### config.mk
export PLATFORM = sky130hd
export DESIGN_NAME = timer_tick_gen
export DESIGN_NICKNAME = d
export VERILOG_FILES = /design/src/rtl/timer_tick_gen_pkg.sv /design/src/rtl/tick_prescaler.sv /design/src/rtl/ext_edge_sync.sv /design/src/rtl/chan_div_select.sv /design/src/rtl/timer_tick_gen.sv
export SDC_FILE = /design/constraint.sdc
export NUM_CORES = 1
export LEC_CHECK = 0
export ABC_AREA = 1
export CORE_ASPECT_RATIO = 0.75
export CORE_MARGIN = 2
export CORE_UTILIZATION = 64
export CTS_BUF_LIST = sky130_fd_sc_hd__clkbuf_8
export CTS_CLUSTER_DIAMETER = 80
export DETAILED_ROUTE_END_ITERATION = 10
export GPL_TIMING_DRIVEN = 0
export PLACE_DENSITY = 0.87
export SLEW_MARGIN = 20
export SYNTH_ARGS = -nofsm -noshare
export SYNTH_HDL_FRONTEND = slang
export SYNTH_SLANG_ARGS = --single-unit
### constraint.sdc
create_clock -name clk -period 6.2 [get_ports clk]
set_input_delay 1.86 -clock clk [delete_from_list [all_inputs] [get_ports clk]]
set_output_delay 1.86 -clock clk [all_outputs]
set_load 0.1 [all_outputs]
### src/rtl/timer_tick_gen_pkg.sv
package timer_tick_gen_pkg;

    localparam int NCH          = 5;
    localparam int NGRP         = 2;
    localparam int G0_CHANS     = 2;
    localparam int DIV_CODE_MAX = 4;
    localparam int EXT_CODE_LO  = 5;
    localparam int EXT_CODE_HI  = 7;

    function automatic int group_of(input int ch);
        return (ch < G0_CHANS) ? 0 : 1;
    endfunction

endpackage

### src/rtl/tick_prescaler.sv
module tick_prescaler #(
    parameter int W = 8
) (
    input  logic         clk,
    input  logic         rst_n,
    input  logic         restart,
    input  logic [W-1:0] limit,
    output logic         pulse
);

    typedef struct packed {
        logic [W-1:0] cnt;
    } state_t;

    state_t st_d, st_q;

    always_comb begin
        st_d  = st_q;
        pulse = (st_q.cnt == limit);
        if (restart) begin
            st_d.cnt = '0;
        end else if (pulse) begin
            st_d.cnt = '0;
        end else begin
            st_d.cnt = st_q.cnt + W'(1);
        end
    end

    always_ff @(posedge clk or negedge rst_n) begin
        if (!rst_n) begin
            st_q <= '0;
        end else begin
            st_q <= st_d;
        end
    end

endmodule

### src/rtl/ext_edge_sync.sv
module ext_edge_sync #(
    parameter int N = 2
) (
    input  logic         clk,
    input  logic         rst_n,
    input  logic [N-1:0] pin,
    output logic [N-1:0] rise
);

    typedef struct packed {
        logic [N-1:0] meta;
        logic [N-1:0] sync;
        logic [N-1:0] last;
    } state_t;

    state_t st_d, st_q;

    always_comb begin
        st_d      = st_q;
        st_d.meta = pin;
        st_d.sync = st_q.meta;
        st_d.last = st_q.sync;
        rise      = st_q.sync & ~st_q.last;
    end

    always_ff @(posedge clk or negedge rst_n) begin
        if (!rst_n) begin
            st_q <= '0;
        end else begin
            st_q <= st_d;
        end
    end

endmodule

### src/rtl/chan_div_select.sv
module chan_div_select
    import timer_tick_gen_pkg::*;
#(
    parameter int SEL_W    = 4,
    parameter int DIV_BASE = 0
) (
    input  logic             clk,
    input  logic             rst_n,
    input  logic             restart,
    input  logic             pre_tick,
    input  logic             ext_rise,
    input  logic [SEL_W-1:0] code,
    output logic             tick
);

    localparam int EXP_MAX = DIV_CODE_MAX + DIV_BASE;
    localparam int CW      = (EXP_MAX > 0) ? EXP_MAX : 1;
    localparam logic [SEL_W-1:0] DIV_LAST = SEL_W'(DIV_CODE_MAX);
    localparam logic [SEL_W-1:0] EXT_LO   = SEL_W'(EXT_CODE_LO);
    localparam logic [SEL_W-1:0] EXT_HI   = SEL_W'(EXT_CODE_HI);

    typedef struct packed {
        logic [CW-1:0] cnt;
    } state_t;

    state_t        st_d, st_q;
    logic          is_div;
    logic          is_ext;
    logic [CW-1:0] wrap_at;
    int            expo;

    always_comb begin
        st_d    = st_q;
        is_div  = (code <= DIV_LAST);
        is_ext  = (code >= EXT_LO) && (code <= EXT_HI);
        expo    = int'(code) + DIV_BASE;
        wrap_at = is_div ? CW'((32'd1 << expo) - 32'd1) : '0;

        if (is_div) begin
            tick = pre_tick && (st_q.cnt == wrap_at);
        end else if (is_ext) begin
            tick = ext_rise;
        end else begin
            tick = 1'b0;
        end

        if (restart) begin
            st_d.cnt = '0;
        end else if (is_div && pre_tick) begin
            st_d.cnt = (st_q.cnt == wrap_at) ? '0 : st_q.cnt + CW'(1);
        end
    end

    always_ff @(posedge clk or negedge rst_n) begin
        if (!rst_n) begin
            st_q <= '0;
        end else begin
            st_q <= st_d;
        end
    end

endmodule

### src/rtl/timer_tick_gen.sv
module timer_tick_gen
    import timer_tick_gen_pkg::*;
#(
    parameter int PSC_W    = 8,
    parameter int SEL_W    = 4,
    parameter int DIV_BASE = 0,
    parameter int ADDR_W   = 4,
    parameter int DATA_W   = 32
) (
    input  logic              clk,
    input  logic              rst_n,
    input  logic              wr_en,
    input  logic [ADDR_W-1:0] wr_addr,
    input  logic [DATA_W-1:0] wr_data,
    input  logic [1:0]        ext_tick,
    output logic [4:0]        tick
);

    localparam logic [ADDR_W-1:0] OFS_PSC = '0;
    localparam logic [ADDR_W-1:0] OFS_SEL = ADDR_W'(4);
    localparam int                SEL_TOP = NCH * SEL_W;

    typedef struct packed {
        logic [NGRP-1:0][PSC_W-1:0] psc;
        logic [NCH-1:0][SEL_W-1:0]  sel;
    } cfg_t;

    cfg_t                       cfg_d, cfg_q;
    logic [NGRP-1:0][PSC_W-1:0] psc_q;
    logic [NCH-1:0][SEL_W-1:0]  sel_q;
    logic                       hit_psc;
    logic                       hit_sel;
    logic                       restart_pre;
    logic                       restart_div;
    logic [NGRP-1:0]            pre_tick;
    logic [NGRP-1:0]            ext_rise;
    logic [NCH-1:0]             raw_tick;
    logic                       unused_data;

    assign unused_data = ^wr_data[DATA_W-1:SEL_TOP];

    always_comb begin
        cfg_d       = cfg_q;
        hit_psc     = wr_en && (wr_addr == OFS_PSC);
        hit_sel     = wr_en && (wr_addr == OFS_SEL);
        restart_pre = hit_psc;
        restart_div = hit_psc || hit_sel;
        if (hit_psc) begin
            for (int g = 0; g < NGRP; g++) begin
                cfg_d.psc[g] = wr_data[g*PSC_W +: PSC_W];
            end
        end
        if (hit_sel) begin
            for (int c = 0; c < NCH; c++) begin
                cfg_d.sel[c] = wr_data[c*SEL_W +: SEL_W];
            end
        end
    end

    always_ff @(posedge clk or negedge rst_n) begin
        if (!rst_n) begin
            cfg_q <= '0;
        end else begin
            cfg_q <= cfg_d;
        end
    end

    assign psc_q = cfg_q.psc;
    assign sel_q = cfg_q.sel;

    for (genvar g = 0; g < NGRP; g++) begin : g_psc
        tick_prescaler #(.W(PSC_W)) u_psc (
            .clk     (clk),
            .rst_n   (rst_n),
            .restart (restart_pre),
            .limit   (psc_q[g]),
            .pulse   (pre_tick[g])
        );
    end

    ext_edge_sync #(.N(NGRP)) u_ext (
        .clk   (clk),
        .rst_n (rst_n),
        .pin   (ext_tick),
        .rise  (ext_rise)
    );

    for (genvar c = 0; c < NCH; c++) begin : g_chan
        localparam int GRP = group_of(c);
        chan_div_select #(
            .SEL_W    (SEL_W),
            .DIV_BASE (DIV_BASE)
        ) u_chan (
            .clk      (clk),
            .rst_n    (rst_n),
            .restart  (restart_div),
            .pre_tick (pre_tick[GRP]),
            .ext_rise (ext_rise[GRP]),
            .code     (sel_q[c]),
            .tick     (raw_tick[c])
        );
    end

    assign tick = raw_tick & {NCH{rst_n}};

endmodule

==> flow_metrics.py <==
metrics = {
    "floorplanning": {
        "core-area_um2": 6730,
        "die-area_um2": 7570,
        "ios": 46,
        "die_w_um": 99.8,
        "fp-row-count": 26,
        "die-height_um": 75.9,
        "initial_utilization_pct": 65.4,
    },
    "synthesis": {
        "synth_top_family_by_area": "simple AND/OR/NAND/NOR gates",
        "ys_seq_elements": 78,
        "synth_simple_gate_area_share_pct": 28.2,
        "yosysSeqAreaShare_pct": 44.3,
        "avgSynthCellArea_um2": 7.90,
        "muxShareOfSynthArea_pct": 0,
        "yosysMostFrequentCell": "nand2_1",
        "synth_cell_types": 31,
        "synth_flop_cell": "dfrtp_1",
        "netlist_top_cells_count": "nand2_1, dfrtp_1, inv_1, nor2_1, nand3_1",
        "yosys.area_share.adder_pct": 3.41,
        "synth_area_leaders": "dfrtp_1, nand2_1, nand3_1",
        "netlist.area_leader.share_pct": 44.3,
        "synth_edf_count": 0,
        "yosysWarningCount": 0,
        "yosys.area.top_type": "dfrtp_1",
        "synth_nets": 611,
        "syn_area_um2": 4410,
        "synth_xor_area_share_pct": 7.95,
        "synth_compound_area_share_pct": 9.09,
        "syn_inst": 558,
        "synthArstFlopShare_pct": 100,
    },
    "drt": {
        "drt_iter0_drc": 250,
        "drc": 0,
        "ant_nets": 0,
        "routedWlPerCell_um": 13.9,
        "wl_um": 9630,
        "vias": 3816,
        "viasPerCell": 5.51,
        "drt_first_pass_iters": 5,
    },
    "setup_path": {
        "critPathCaptureType": "output port",
        "cp_max_fo": 56,
        "start_kind": "input port",
        "critPathRequiredTime_ps": 4340,
        "worstRegToRegCells": 9,
        "critical_path_class": "input port to output port",
        "cp.arrival_ps": 4070,
    },
    "placement": {
        "place_congestion": 0.850,
        "dpl.hpwl_um": 7130,
        "io_buffers": 33,
    },
    "hold_path": {
        "hold_path_depth": 0,
        "hold_path_class": "flip-flop to flip-flop",
    },
    "grt": {
        "antenna_found_initial": 0,
        "grt_pass1_wl_um": 16400,
        "grt_start_max_net_pins": 57,
        "overflow": 0,
        "grt_usage_pct": 27.6,
        "grt_pass1_vias": 3674,
    },
    "timing": {
        "fin_hold_ws_ps": 352,
        "max_freq_ghz": 0.169,
        "rsz0062_at_grt": "false",
        "setup-violations-final": 0,
        "fin_crit_sh_pct": 95.6,
        "fin_worst_skew_ps": 8.10,
        "hold_viol_final": 0,
        "maxSlewViolCount": 0,
        "worst_slew_pin_slew_ps": 977,
        "slew_headroom_pct": 34.7,
        "post-route-min-period_ps": 5930,
        "final.setup.tns_ps": 0,
    },
    "clock_tree": {
        "htree_levels": 3,
        "cts_hold_buf": 0,
        "cts_tree": "built",
        "cts_made_buffers": 9,
        "postCtsSetupBuffers": 0,
        "cts_num_sinks": 78,
        "cts_resized": 0,
        "clkTransAtPathRegs_ps": 80,
        "cts_root_buf": "clkbuf_8",
        "clock_latency_ps": 360,
        "clockBufferDepth": 2,
    },
    "finish": {
        "diodes": 0,
        "multi_input_area_um2": 2140,
        "regArea_um2": 1950,
        "drive_above_1_share_pct": 6.25,
        "final_nets": 656,
        "synthToLayoutAreaGrowth_pct": 14.6,
        "fill_cells": 520,
    },
    "outcome": {
        "status": "finished, final reports clean",
    },
    "job": {
        "max-cap-violations": 0,
    },
    "power_and_ir_drop": {
        "vdd_ir_drop_max_mv": 0.223,
        "p_per_area_nw_per_um2": 337,
        "leakagePower_nw": 2.54,
    },
}
## cells by family after synthesis
family,Yosys count
XOR/XNOR,40
buffers and inverters,80
adder cells (fa/ha/maj),12
flip-flops,78
AO/OA/AOI/OAI,66
AND/OR/NAND/NOR,282
## through the flow
step	worst slack (ps)	utilization, %	cell area, um^2	power (W)	std cells
2_1_floorplan	887	-	4410	0.00119	558
3_3_place_gp	-2680	71.9	4840	0.00129	675
3_5_place_dp	230	72.3	4870	0.00134	676
4_1_cts	228	75.0	5050	0.00170	692
5_1_grt	79.1	75.0	5050	0.00183	692
6_report	271	75.0	5050	0.00170	692
## metal layers
metal	global-route usage [%]	wire length [um]	vias to the layer above
li1	-	-	1891
met1	35.1	4280	1842
met2	49.5	4790	68
met3	6.33	432	15
met4	5.78	129	0
met5	0	0	-
## placed cells by master (no fill, tap or decap), drive strengths merged, types with 5 or more instances in the layout
| cell type | n |
|---|---|
| ha | 12 |
| nand3b | 10 |
| nor2 | 66 |
| nand4 | 5 |
| buf | 6 |
| nand3 | 53 |
| clkdlybuf4s50 | 32 |
| a21oi | 12 |
| xor2 | 23 |
| nor3 | 10 |
| clkbuf | 18 |
| xnor2 | 17 |
| nand2 | 134 |
| dfrtp | 78 |
| inv | 69 |
| o211ai | 12 |
| o21ai | 36 |
## where the power goes
group	switching (W)	leakage, nW	internal [W]
Combinational	0.000347	1.45	0.000246
Sequential	0.000130	1.00	0.000619
Clock	0.000203	0.0889	0.000158
Total	0.000679	2.54	0.00102
## final cells by class
cell class / instances / area share [%]
multi-input cells: 400 / 42.5
flip-flops and latches: 78 / 38.6
repair buffers: 34 / 7.03
inverters: 68 / 5.05
clock buffers: 10 / 2.72
well taps: 84 / 2.08
plain buffers: 12 / 1.09
clock inverters: 6 / 0.917
## worst paths after layout
path | start | endpoint | slack (ps)
max | rst_n | tick[2] | 270
min reg2reg | u_ext.st_d[2]$_DFF_PN0_ | u_ext.st_d[0]$_DFF_PN0_ | 350
min in group asynchronous | rst_n | cfg_q[20]$_DFFE_PN0P_ | 1390
max in group asynchronous | rst_n | g_chan[4].u_chan.st_q[2]$_DFFE_PN0P_ | 4230
max reg2reg | cfg_q[3]$_DFFE_PN0P_ | g_chan[0].u_chan.st_q[0]$_DFFE_PN0P_ | 4140
min | u_ext.st_d[2]$_DFF_PN0_ | u_ext.st_d[0]$_DFF_PN0_ | 350
## registers in the layout, indices dropped and copies added (netlist names)
| register | cells |
|---|---|
| g_chan.u_chan.st_q | 20 |
| u_ext.st_d | 4 |
| cfg_q | 36 |
| g_psc.u_psc.st_q | 16 |
| u_ext.st_q | 2 |
## critical path: stages
cell and delay [ps]:
buf_4 310, buf_16 310, inv_1 170, a21oi_1 220
clkdlybuf4s50_1 1180
Power figures use the tool's default switching activity.
